$ cat config.mk
export PLATFORM = sky130hd
export DESIGN_NAME = wb_bypass_ctrl
export DESIGN_NICKNAME = d
export VERILOG_FILES = /design/src/rtl/wbb_pkg.sv /design/src/rtl/wbb_wbuf.sv /design/src/rtl/wbb_fill_seq.sv /design/src/rtl/wbb_mem_arb.sv /design/src/rtl/wb_bypass_ctrl.sv
export SDC_FILE = /design/constraint.sdc
export NUM_CORES = 1
export LEC_CHECK = 0
export BUFFER_PORTS_ARGS = -buffer_cell sky130_fd_sc_hd__buf_2
export CORE_ASPECT_RATIO = 1.75
export CORE_MARGIN = 4
export CORE_UTILIZATION = 40
export DETAILED_ROUTE_END_ITERATION = 8
export PLACE_DENSITY = 0.71
export SYNTH_ARGS = -nofsm -noshare
export SYNTH_HDL_FRONTEND = slang
export SYNTH_SLANG_ARGS = --single-unit
$ cat constraint.sdc
create_clock -name clk_i -period 2.3 [get_ports clk_i]
set_input_delay 0 -clock clk_i [delete_from_list [all_inputs] [get_ports clk_i]]
set_output_delay 0 -clock clk_i [all_outputs]
set_load 0.005 [all_outputs]
$ cat src/rtl/wbb_pkg.sv
package wbb_pkg;
  typedef enum logic [1:0] {
    RD_IDLE  = 2'd0,
    RD_WAIT  = 2'd1,
    RD_ISSUE = 2'd2,
    RD_RECV  = 2'd3
  } rd_state_e;
endpackage

$ cat src/rtl/wbb_wbuf.sv
module wbb_wbuf #(
  parameter int LA_W       = 14,
  parameter int DW         = 32,
  parameter int LINE_WORDS = 4,
  parameter int DEPTH      = 4
) (
  input  logic                     clk_i,
  input  logic                     rst_ni,
  input  logic                     push_i,
  input  logic [LA_W-1:0]          push_line_i,
  input  logic [DW*LINE_WORDS-1:0] push_data_i,
  input  logic                     pop_i,
  input  logic [LA_W-1:0]          match_line_i,
  output logic                     match_o,
  output logic [LA_W-1:0]          head_line_o,
  output logic [DW*LINE_WORDS-1:0] head_data_o,
  output logic                     empty_o,
  output logic                     full_o
);
  localparam int LDW = DW * LINE_WORDS;
  localparam int PW  = (DEPTH > 1) ? $clog2(DEPTH) : 1;
  localparam int CW  = $clog2(DEPTH + 1);
  localparam logic [PW-1:0] PTR_LAST = PW'(DEPTH - 1);

  logic [DEPTH-1:0] vld_q;
  logic [LA_W-1:0]  line_q [DEPTH];
  logic [LDW-1:0]   data_q [DEPTH];
  logic [PW-1:0]    head_q, tail_q;
  logic [CW-1:0]    cnt_q;
  logic [DEPTH-1:0] hit;

  function automatic logic [PW-1:0] ptr_next(input logic [PW-1:0] p);
    return (p == PTR_LAST) ? '0 : p + PW'(1);
  endfunction

  // compare the pending read line against every valid entry
  for (genvar i = 0; i < DEPTH; i++) begin : g_cmp
    assign hit[i] = vld_q[i] && (line_q[i] == match_line_i);
  end

  assign match_o     = |hit;
  assign head_line_o = line_q[head_q];
  assign head_data_o = data_q[head_q];
  assign empty_o     = (cnt_q == '0);
  assign full_o      = (cnt_q == CW'(DEPTH));

  always_ff @(posedge clk_i or negedge rst_ni) begin
    if (!rst_ni) begin
      vld_q  <= '0;
      head_q <= '0;
      tail_q <= '0;
      cnt_q  <= '0;
      for (int i = 0; i < DEPTH; i++) begin
        line_q[i] <= '0;
        data_q[i] <= '0;
      end
    end else begin
      if (push_i) begin
        vld_q[tail_q]  <= 1'b1;
        line_q[tail_q] <= push_line_i;
        data_q[tail_q] <= push_data_i;
        tail_q         <= ptr_next(tail_q);
      end
      if (pop_i) begin
        vld_q[head_q] <= 1'b0;
        head_q        <= ptr_next(head_q);
      end
      if (push_i && !pop_i)      cnt_q <= cnt_q + CW'(1);
      else if (pop_i && !push_i) cnt_q <= cnt_q - CW'(1);
    end
  end


  no_overflow_chk: assert property (@(posedge clk_i) disable iff (!rst_ni)
    push_i |-> !full_o);


  no_underflow_chk: assert property (@(posedge clk_i) disable iff (!rst_ni)
    pop_i |-> !empty_o);
endmodule

$ cat src/rtl/wbb_fill_seq.sv
module wbb_fill_seq
  import wbb_pkg::*;
#(
  parameter int AW         = 16,
  parameter int LINE_WORDS = 4
) (
  input  logic                         clk_i,
  input  logic                         rst_ni,
  input  logic                         wrap_i,
  input  logic                         miss_valid_i,
  input  logic [AW-1:0]                miss_addr_i,
  input  logic                         stall_i,
  input  logic                         hazard_i,
  input  logic                         drain_act_i,
  input  logic                         rsp_valid_i,
  output logic                         accept_o,
  output logic [AW-$clog2(LINE_WORDS)-1:0] line_o,
  output logic                         claim_o,
  output logic                         rd_req_o,
  output logic [AW-1:0]                rd_addr_o,
  output logic                         fill_valid_o,
  output logic [$clog2(LINE_WORDS)-1:0] fill_ofs_o,
  output logic                         resume_o
);
  localparam int OFS_W = $clog2(LINE_WORDS);
  localparam int LA_W  = AW - OFS_W;
  localparam logic [OFS_W-1:0] LAST = OFS_W'(LINE_WORDS - 1);

  rd_state_e        state_q, state_d;
  logic [LA_W-1:0]  line_q;
  logic [OFS_W-1:0] start_q, iss_cnt_q, rcv_cnt_q, iss_ofs;
  logic             wrap_q, resume_q;

  assign accept_o     = (state_q == RD_IDLE) && miss_valid_i && !stall_i;
  // memory port is reserved from acceptance until the last word returns
  assign claim_o      = accept_o || ((state_q == RD_WAIT) && !hazard_i) ||
                        (state_q == RD_ISSUE) || (state_q == RD_RECV);
  assign rd_req_o     = (state_q == RD_ISSUE);
  assign iss_ofs      = start_q + iss_cnt_q;
  assign rd_addr_o    = {line_q, iss_ofs};
  assign line_o       = line_q;
  assign fill_valid_o = rsp_valid_i && ((state_q == RD_ISSUE) || (state_q == RD_RECV));
  assign fill_ofs_o   = start_q + rcv_cnt_q;
  assign resume_o     = resume_q;

  always_comb begin
    state_d = state_q;
    unique case (state_q)
      RD_IDLE:  if (accept_o) state_d = RD_WAIT;
      RD_WAIT:  if (!hazard_i && !drain_act_i) state_d = RD_ISSUE;
      RD_ISSUE: if (iss_cnt_q == LAST) state_d = RD_RECV;
      RD_RECV:  state_d = RD_RECV;
      default:  state_d = RD_IDLE;
    endcase
    if (fill_valid_o && (rcv_cnt_q == LAST)) state_d = RD_IDLE;
  end

  always_ff @(posedge clk_i or negedge rst_ni) begin
    if (!rst_ni) begin
      state_q   <= RD_IDLE;
      line_q    <= '0;
      start_q   <= '0;
      iss_cnt_q <= '0;
      rcv_cnt_q <= '0;
      wrap_q    <= 1'b0;
      resume_q  <= 1'b0;
    end else begin
      state_q  <= state_d;
      resume_q <= fill_valid_o && (wrap_q ? (rcv_cnt_q == '0) : (rcv_cnt_q == LAST));
      if (accept_o) begin
        line_q    <= miss_addr_i[AW-1:OFS_W];
        start_q   <= wrap_i ? miss_addr_i[OFS_W-1:0] : '0;
        wrap_q    <= wrap_i;
        iss_cnt_q <= '0;
        rcv_cnt_q <= '0;
      end
      if (rd_req_o)     iss_cnt_q <= iss_cnt_q + OFS_W'(1);
      if (fill_valid_o) rcv_cnt_q <= rcv_cnt_q + OFS_W'(1);
    end
  end


  hazard_issue_chk: assert property (@(posedge clk_i) disable iff (!rst_ni)
    rd_req_o |-> !hazard_i);


  issue_excl_chk: assert property (@(posedge clk_i) disable iff (!rst_ni)
    rd_req_o |-> !drain_act_i);


  resume_pulse_chk: assert property (@(posedge clk_i) disable iff (!rst_ni)
    resume_o |=> !resume_o);
endmodule

$ cat src/rtl/wbb_mem_arb.sv
module wbb_mem_arb #(
  parameter int AW         = 16,
  parameter int DW         = 32,
  parameter int LINE_WORDS = 4
) (
  input  logic                               clk_i,
  input  logic                               rst_ni,
  input  logic                               claim_i,
  input  logic                               empty_i,
  input  logic [AW-$clog2(LINE_WORDS)-1:0]   head_line_i,
  input  logic [DW*LINE_WORDS-1:0]           head_data_i,
  input  logic                               rd_req_i,
  input  logic [AW-1:0]                      rd_addr_i,
  output logic                               drain_act_o,
  output logic                               pop_o,
  output logic                               mem_req_o,
  output logic                               mem_we_o,
  output logic [AW-1:0]                      mem_addr_o,
  output logic [DW-1:0]                      mem_wdata_o
);
  localparam int OFS_W = $clog2(LINE_WORDS);
  localparam logic [OFS_W-1:0] LAST = OFS_W'(LINE_WORDS - 1);

  logic             act_q;
  logic [OFS_W-1:0] wcnt_q;
  logic             start;

  assign start       = !act_q && !empty_i && !claim_i;
  assign pop_o       = act_q && (wcnt_q == LAST);
  assign drain_act_o = act_q;

  always_comb begin
    if (act_q) begin
      mem_req_o   = 1'b1;
      mem_we_o    = 1'b1;
      mem_addr_o  = {head_line_i, wcnt_q};
      mem_wdata_o = head_data_i[wcnt_q*DW +: DW];
    end else begin
      mem_req_o   = rd_req_i;
      mem_we_o    = 1'b0;
      mem_addr_o  = rd_addr_i;
      mem_wdata_o = '0;
    end
  end

  always_ff @(posedge clk_i or negedge rst_ni) begin
    if (!rst_ni) begin
      act_q  <= 1'b0;
      wcnt_q <= '0;
    end else if (start) begin
      act_q  <= 1'b1;
      wcnt_q <= '0;
    end else if (act_q) begin
      wcnt_q <= wcnt_q + OFS_W'(1);
      if (wcnt_q == LAST) act_q <= 1'b0;
    end
  end


  drain_run_chk: assert property (@(posedge clk_i) disable iff (!rst_ni)
    (act_q && !pop_o) |=> (act_q && mem_we_o));


  mem_excl_chk: assert property (@(posedge clk_i) disable iff (!rst_ni)
    act_q |-> !rd_req_i);
endmodule

$ cat src/rtl/wb_bypass_ctrl.sv
module wb_bypass_ctrl #(
  parameter int AW         = 16,
  parameter int DW         = 32,
  parameter int LINE_WORDS = 4,
  parameter int DEPTH      = 4
) (
  input  logic                                clk_i,
  input  logic                                rst_ni,
  input  logic                                copy_back_i,
  input  logic                                wrap_mode_i,
  input  logic                                miss_valid_i,
  input  logic [AW-1:0]                       miss_addr_i,
  output logic                                miss_ready_o,
  input  logic                                victim_dirty_i,
  input  logic [AW-$clog2(LINE_WORDS)-1:0]    victim_line_i,
  input  logic [DW*LINE_WORDS-1:0]            victim_data_i,
  output logic                                fill_valid_o,
  output logic [$clog2(LINE_WORDS)-1:0]       fill_ofs_o,
  output logic [DW-1:0]                       fill_data_o,
  output logic                                resume_o,
  output logic                                wbuf_full_o,
  output logic                                mem_req_o,
  output logic                                mem_we_o,
  output logic [AW-1:0]                       mem_addr_o,
  output logic [DW-1:0]                       mem_wdata_o,
  input  logic                                mem_rvalid_i,
  input  logic [DW-1:0]                       mem_rdata_i
);
  localparam int OFS_W = $clog2(LINE_WORDS);
  localparam int LA_W  = AW - OFS_W;
  localparam int LDW   = DW * LINE_WORDS;

  logic            need_slot, stall, accept, push, pop, hazard;
  logic            full, empty, claim, drain_act, rd_req;
  logic [LA_W-1:0] rd_line, head_line;
  logic [LDW-1:0]  head_data;
  logic [AW-1:0]   rd_addr;

  // write-through caches produce no line writes
  assign need_slot    = copy_back_i && victim_dirty_i;
  assign stall        = need_slot && full;
  assign push         = accept && need_slot;
  assign miss_ready_o = accept;
  assign wbuf_full_o  = full;
  assign fill_data_o  = mem_rdata_i;

  wbb_wbuf #(
    .LA_W(LA_W), .DW(DW), .LINE_WORDS(LINE_WORDS), .DEPTH(DEPTH)
  ) u_wbuf (
    .clk_i        (clk_i),
    .rst_ni       (rst_ni),
    .push_i       (push),
    .push_line_i  (victim_line_i),
    .push_data_i  (victim_data_i),
    .pop_i        (pop),
    .match_line_i (rd_line),
    .match_o      (hazard),
    .head_line_o  (head_line),
    .head_data_o  (head_data),
    .empty_o      (empty),
    .full_o       (full)
  );

  wbb_fill_seq #(
    .AW(AW), .LINE_WORDS(LINE_WORDS)
  ) u_fill (
    .clk_i        (clk_i),
    .rst_ni       (rst_ni),
    .wrap_i       (wrap_mode_i),
    .miss_valid_i (miss_valid_i),
    .miss_addr_i  (miss_addr_i),
    .stall_i      (stall),
    .hazard_i     (hazard),
    .drain_act_i  (drain_act),
    .rsp_valid_i  (mem_rvalid_i),
    .accept_o     (accept),
    .line_o       (rd_line),
    .claim_o      (claim),
    .rd_req_o     (rd_req),
    .rd_addr_o    (rd_addr),
    .fill_valid_o (fill_valid_o),
    .fill_ofs_o   (fill_ofs_o),
    .resume_o     (resume_o)
  );

  wbb_mem_arb #(
    .AW(AW), .DW(DW), .LINE_WORDS(LINE_WORDS)
  ) u_arb (
    .clk_i       (clk_i),
    .rst_ni      (rst_ni),
    .claim_i     (claim),
    .empty_i     (empty),
    .head_line_i (head_line),
    .head_data_i (head_data),
    .rd_req_i    (rd_req),
    .rd_addr_i   (rd_addr),
    .drain_act_o (drain_act),
    .pop_o       (pop),
    .mem_req_o   (mem_req_o),
    .mem_we_o    (mem_we_o),
    .mem_addr_o  (mem_addr_o),
    .mem_wdata_o (mem_wdata_o)
  );


  wt_no_push_chk: assert property (@(posedge clk_i) disable iff (!rst_ni)
    !copy_back_i |-> !push);
endmodule

==> flow_metrics.env, run 1 <==
export IMPL_fmax_ghz=0.3580
export IMPL_ir_worst_vdd_mv=0.6387
export IMPL_htreeDepth=2
export IMPL_grt_usage_pct=18.95
export IMPL_ant_nets=0
export IMPL_final_core_util_pct=50.18
export IMPL_grt_ovfl_total=0
export IMPL_avgRoutedWirePerCell_um=23.28
export IMPL_cts_tree="done"
export IMPL_seq_area_mm2=0.01518
export IMPL_grt_pass1_wl_um=113000
export IMPL_hpwlAfterDp_um=47950
export IMPL_dieHeight_um=361.4
export IMPL_critical_path_top_delay_family="multiplexers"
export IMPL_placed_cell_area_mm2=0.03116
export IMPL_ys_ff_latch=606
export IMPL_cts_root_buf="clkbuf_16"
export IMPL_violations="negative setup slack"
export IMPL_crit_chain="buf_12 > buf_16 > mux4_2 > mux4_2 > and2_4 > buf_6"
export IMPL_finalCriticalPeriod_ps=2794
export IMPL_path_max_fanout=13
export IMPL_via_per_inst=5.375
export IMPL_area_delta_synth_final_pct=24.28
export IMPL_grt_max_degree=93
export IMPL_drv_slew=0
export IMPL_end_kind="primary output"
export IMPL_die_area_mm2=0.07588
export IMPL_slowest_delay_ps=560
export IMPL_coreArea_mm2=0.07070
export IMPL_multi_input_area_mm2=0.01267
export IMPL_layout_drive_gt1_share_pct=56.68
export IMPL_synth_warnings=0
export IMPL_cp_arrival_ps=2790
export IMPL_initial_core_util_pct=40.38
export IMPL_cp_slowest_cell="mux4_2"
export IMPL_cts_buffers=57
export IMPL_synth_cell_types=39
export IMPL_tns_ps=-17530
export IMPL_fillCellCount=5866
export IMPL_setup_viol=46
export IMPL_layout_setup_ws_ps=-493.6
export IMPL_cap_violations=0
export IMPL_synthCells=1751
export IMPL_clock_sink_count=606
export IMPL_dp_cells=2821
export IMPL_rows=129
export IMPL_stdcell_area_mm2=0.03548
export IMPL_worst_path_most_repeated_cell="mux4_2"
export IMPL_routed_wl_um=72440
export IMPL_io_pins=285
export IMPL_vias=16730
export IMPL_ys_seq_area_share_pct=53.12
export IMPL_start_kind="flip-flop"
export IMPL_worstSkewPairLatency_ps=630
export IMPL_post_layout_total_power_mw=33.16
export IMPL_worstMarginPinSlew_ps=764.9
export IMPL_leakagePower_nw=17.22
export IMPL_die_width_um=209.9
export IMPL_powerDensity_mw_per_mm2=934.7
export IMPL_synthesis_area_mm2=0.02855
export IMPL_clk_pin_slew_ps=60
export IMPL_drt_pass1_iter_count=4
export IMPL_worst_path_buf_inv=3
export IMPL_cts_buffer_depth=3
export IMPL_fin_cells=3112
export IMPL_grt_pass1_vias=19170
export IMPL_drtIter0Drc=779
export IMPL_gp_congestion=0.8487
export IMPL_rsz0062_at_grt="true"
export IMPL_avgSynthCellArea_um2=16.30
export IMPL_finalCritPeriodShare_pct=121.5
export IMPL_post_route_drc_count=0
export IMPL_syn_nets=1964
export IMPL_hold_path_class="input pin to primary output"
export IMPL_required_ps=2300
export IMPL_port_buffers=220
export IMPL_slew_headroom_pct=49.01
export IMPL_timing_hold_violations_final=0
export IMPL_finClkSkew_ps=24.63
export IMPL_status="complete, but fails checks"
export IMPL_antenna_found_initial=12
export IMPL_final_nets=2355
export IMPL_crit_type="flip-flop to primary output"
## per-stage QoR
stage | worst slack, ps | hold slack, ps
finish | -493.6 | 0.001441
global route | -572.4 | 0.01222
CTS | -587.1 | 0.06013
detailed placement | -19.11 | 0.06013
global placement | -8.922 | 0.06013
floorplan | 3.040 | -295.6
## cell usage in the layout, fill, tap and decap left out, drive strengths merged, types with 16 or more instances in the layout
master | synthesis | routed
xnor2 | 61 | 61
buf | 107 | 327
mux4 | 174 | 174
mux2 | 600 | 600
inv | 14 | 16
dlygate4sd3 | 0 | 161
dfrtp | 606 | 606
clkbuf | 50 | 82
and2 | 34 | 34
## cells in the mapped netlist (all sizes together)
library cell	n	area share, %
a22oi	1	0.026
or3	2	0.044
nand4b	1	0.031
nand4	12	0.26
inv	14	0.18
o211ai	1	0.026
a31oi	4	0.088
nand3	10	0.18
o21ai	13	0.23
dfrtp	606	53
nand2b	2	0.044
fa	1	0.070
a2111oi	1	0.096
mux4	174	14
and2	34	0.75
nor3	1	0.018
a21o	2	0.053
xor2	2	0.061
o21bai	1	0.026
clkbuf	50	0.66
nor3b	1	0.044
nor2	4	0.053
mux2	600	25
a221o	1	0.035
mux2i	1	0.035
ha	15	0.66
xnor2	61	1.9
o31ai	1	0.026
a21oi	6	0.11
or4	4	0.11
nand2	12	0.17
buf	107	2.4
nor2b	5	0.11
o211a	1	0.035
## sequential cells by signal, summed over array words and instances (netlist names)
signal / flops
u_wbuf.data_q: 512
u_wbuf.line_q: 56
u_fill.line_o: 14
u_wbuf.vld_q: 4
u_wbuf.cnt_q: 3
u_arb.wcnt_q: 2
u_fill.iss_cnt_q: 2
u_fill.rcv_cnt_q: 2
u_fill.start_q: 2
u_fill.state_q: 2
u_wbuf.head_q: 2
u_wbuf.tail_q: 2
u_arb.drain_act_o: 1
u_fill.resume_o: 1
u_fill.wrap_q: 1
## cell type report
class,count,share of cell area (%)
Timing Repair Buffer,489,12.69
Multi-Input combinational cell,974,35.71
Clock buffer,81,4.754
Tap cell,917,3.234
Sequential cell,606,42.78
Antenna cell,9,0.06348
Clock inverter,22,0.6207
Inverter,14,0.1481
## where the power goes
part | total (mW) | switching, mW | internal, mW | leakage, nW
clock network | 9.61 | 4.17 | 5.44 | 0.949
logic | 9.82 | 4.07 | 5.74 | 8.00
registers | 13.7 | 1.29 | 12.4 | 8.28
total | 33.2 | 9.53 | 23.6 | 17.2
## layer usage
layer	global-route usage [%]	share of wire, %
met1	23.03	39
met4	7.606	4.0
met5	0	0.066
met2	33.44	52
met3	3.305	4.2
## cells by family (layout without fill, tap and decap cells)
kind of cell / Yosys count / count (layout) / synth area share (%)
multiplexers: 775 / 775 / 38.48
flip-flops: 606 / 606 / 53.12
buffers and inverters: 171 / 606 / 3.195
AND/OR/NAND/NOR: 88 / 88 / 1.797
adder cells (fa/ha/maj): 16 / 16 / 0.7276
AO/OA/AOI/OAI: 32 / 32 / 0.7451
XOR/XNOR: 63 / 63 / 1.933
other: 0 / 9 / 0
## worst paths after layout
path	startpoint	endpoint	slack [ps]	cells past startpoint
setup / recovery	u_wbuf.head_q[0]	mem_wdata_o[9]	-490	6
setup reg to reg	u_wbuf.cnt_q[2]	u_wbuf.data_q[103]	110	8
hold reg to reg	u_wbuf.data_q[111]	u_wbuf.data_q[111]	500	1
max in group asynchronous	rst_ni	u_wbuf.data_q[231]	1620	3
hold / removal	mem_rdata_i[30]	fill_data_o[30]	0.001	0
min in group asynchronous	rst_ni	u_wbuf.data_q[409]	130	3
## what timing repair did
action	CTS	global route
endpoints found under the hold margin	1196	0
resized for setup	76	37
endpoints found under the setup margin	246	61
gates cloned	5	1
hold buffers	162	0
setup buffers	10	3
No activity file was read; power rests on OpenSTA's default activity.
==> run 2: changes to the inputs <==
--- a/config.mk
+++ b/config.mk
@@ -10,6 +10,8 @@
 export CORE_MARGIN = 4
 export CORE_UTILIZATION = 40
 export DETAILED_ROUTE_END_ITERATION = 8
+export GPL_TIMING_DRIVEN = 0
+export MAX_ROUTING_LAYER = met4
 export PLACE_DENSITY = 0.71
 export SYNTH_ARGS = -nofsm -noshare
 export SYNTH_HDL_FRONTEND = slang
==> run 2 against run 1 <==
Net effect: the flow finishes with violations (negative hold slack, negative setup slack); first-iteration DRC count up 32%; non-clock buffer count up 122; global-route usage up 3.4 points; critical path depth rose by 1; critical endpoint is now mem_wdata_o[29]; largest power group unchanged; highest routed layer is now met4.
==> flow_metrics.env, run 2 (same netlist as run 1, synthesis figures left out) <==
export IMPL_cp_arrival_ps=2910
export IMPL_grt_pass1_wl_um=124300
export IMPL_crit_chain="buf_8 > buf_12 > buf_16 > mux4_2 > mux4_2 > and2_4 > buf_6"
export IMPL_top_register="u_wbuf.data_q"
export IMPL_cts_buffers=54
export IMPL_dp_slack_ps=-1072
export IMPL_cts_root_buf="clkbuf_16"
export IMPL_seq_area_mm2=0.01517
export IMPL_vias=17710
export IMPL_final_nets=2474
export IMPL_mostFrequentLayoutCell="dfrtp_1"
export IMPL_hold_path_class="input pin to asynchronous set/reset pin"
export IMPL_end_kind="primary output"
export IMPL_area_delta_synth_final_pct=27.59
export IMPL_drv_slew=0
export IMPL_worstMarginPinSlew_ps=877.9
export IMPL_slew_headroom_pct=41.28
export IMPL_multi_input_area_mm2=0.01263
export IMPL_hold_slack_ps=-34.28
export IMPL_port_buffers=252
export IMPL_grt_pass1_vias=19990
export IMPL_routed_wl_um=85250
export IMPL_grt_usage_pct=22.35
export IMPL_worstSkewPairLatency_ps=650
export IMPL_die_area_mm2=0.07588
export IMPL_largest_reg_flops=512
export IMPL_violations="negative hold slack, negative setup slack"
export IMPL_initial_core_util_pct=40.38
export IMPL_antenna_found_initial=19
export IMPL_use_met1_pct=24.16
export IMPL_avgRoutedWirePerCell_um=26.29
export IMPL_top_usage_layer="met2"
export IMPL_grt_max_degree=131
export IMPL_timing_hold_violations_final=13
export IMPL_clk_pin_slew_ps=60
export IMPL_grt_ovfl_total=0
export IMPL_rr_startpoint="u_wbuf.cnt_q[2]"
export IMPL_layout_common_cells="dfrtp_1 (602), mux2_2 (520), buf_2 (225)"
export IMPL_drt_pass1_iter_count=4
export IMPL_fillCellCount=5826
export IMPL_post_route_drc_count=0
export IMPL_crit_type="flip-flop to primary output"
export IMPL_die_width_um=209.9
export IMPL_layout_setup_ws_ps=-606.7
export IMPL_rrSetupSlack_ps=50
export IMPL_reg2regPathDepth=9
export IMPL_required_ps=2300
export IMPL_rsz0062_at_grt="true"
export IMPL_powerDensity_mw_per_mm2=931.5
export IMPL_cp_slowest_cell="mux4_2"
export IMPL_use_met3_pct=3.773
export IMPL_ir_worst_vdd_mv=0.5411
export IMPL_hpwlAfterDp_um=59910
export IMPL_tns_ps=-21620
export IMPL_finalCritPeriodShare_pct=126.4
export IMPL_ant_nets=0
export IMPL_status="complete, but fails checks"
export IMPL_io_pins=285
export IMPL_cts_buffer_depth=3
export IMPL_setup_viol=46
export IMPL_htreeDepth=2
export IMPL_gp_congestion=0.9273
export IMPL_regToRegEndpoint="u_wbuf.data_q[171]"
export IMPL_coreArea_mm2=0.07070
export IMPL_finClkSkew_ps=41.78
export IMPL_grt_use_met2_pct=39.93
export IMPL_leakagePower_nw=17.75
export IMPL_finalCriticalPeriod_ps=2907
export IMPL_path_max_fanout=8
export IMPL_clock_sink_count=606
export IMPL_start_kind="flip-flop"
export IMPL_drtIter0Drc=1026
export IMPL_layout_drive_gt1_share_pct=58.08
export IMPL_final_core_util_pct=51.52
export IMPL_worst_path_most_repeated_cell="mux4_2"
export IMPL_cts_tree="done"
export IMPL_rows=129
export IMPL_via_per_inst=5.460
export IMPL_slowest_delay_ps=570
export IMPL_cap_violations=0
export IMPL_fmax_ghz=0.3440
export IMPL_dieHeight_um=361.4
run 2: layer usage:
metal  part of all wire (%)  routed length, µm
met1                     37              31140
met2                     54              46140
met3                    4.5               3797
met4                    4.9               4175
met5                      0                  0
run 2: per-stage QoR:
| stage | instance area [µm²] | total power, mW | std cells |
|---|---|---|---|
| 2_1_floorplan | 28570 | 19.33 | 1751 |
| 3_3_place_gp | 30980 | 22.04 | 2920 |
| 3_5_place_dp | 31120 | 22.51 | 2925 |
| 4_1_cts | 35910 | 33.86 | 3213 |
| 5_1_grt | 36420 | 35.29 | 3243 |
| 6_report | 36420 | 33.93 | 3243 |
run 2: power by group:
part	leakage, nW	switching [mW]	internal [mW]	total, mW
logic	8.54	4.98	5.84	10.8
clock network	0.931	4.29	5.30	9.58
registers	8.28	1.09	12.4	13.5
total	17.7	10.4	23.6	33.9
run 2: critical path, delay by kind of cell (launching register included):
kind / cells / cell delay (ps)
multiplexers: 2 / 1070
flip-flops: 1 / 400
AND/OR/NAND/NOR: 1 / 180
buffers and inverters: 4 / 590
run 2: worst max-delay path by stage:
stage                      from                  to  slack (ps)
6_report       u_wbuf.head_q[0]     mem_wdata_o[29]        -610
5_1_grt        u_wbuf.head_q[0]     mem_wdata_o[29]        -640
4_1_cts        u_wbuf.head_q[0]     mem_wdata_o[12]        -640
3_5_place_dp   u_wbuf.head_q[1]    u_wbuf.head_q[1]       -1070
3_3_place_gp             rst_ni  u_wbuf.data_q[168]      -10410
2_1_floorplan   u_wbuf.cnt_q[2]     u_wbuf.cnt_q[2]           3
run 2: cell type report:
class	count	area share (%)
Sequential cell	606	41.65
Inverter	14	0.1443
Tap cell	917	3.150
Antenna cell	19	0.1305
Multi-Input combinational cell	974	34.68
Clock buffer	79	4.352
Timing Repair Buffer	456	10.67
Buffer	155	4.455
Clock inverter	23	0.7729
run 2: repair_timing:
item,CTS,global route
resized for setup,289,51
setup buffers,12,3
pin swaps,5,6
hold endpoints to repair,750,57
hold buffers,163,3
setup endpoints to repair,632,352
cloned,11,7
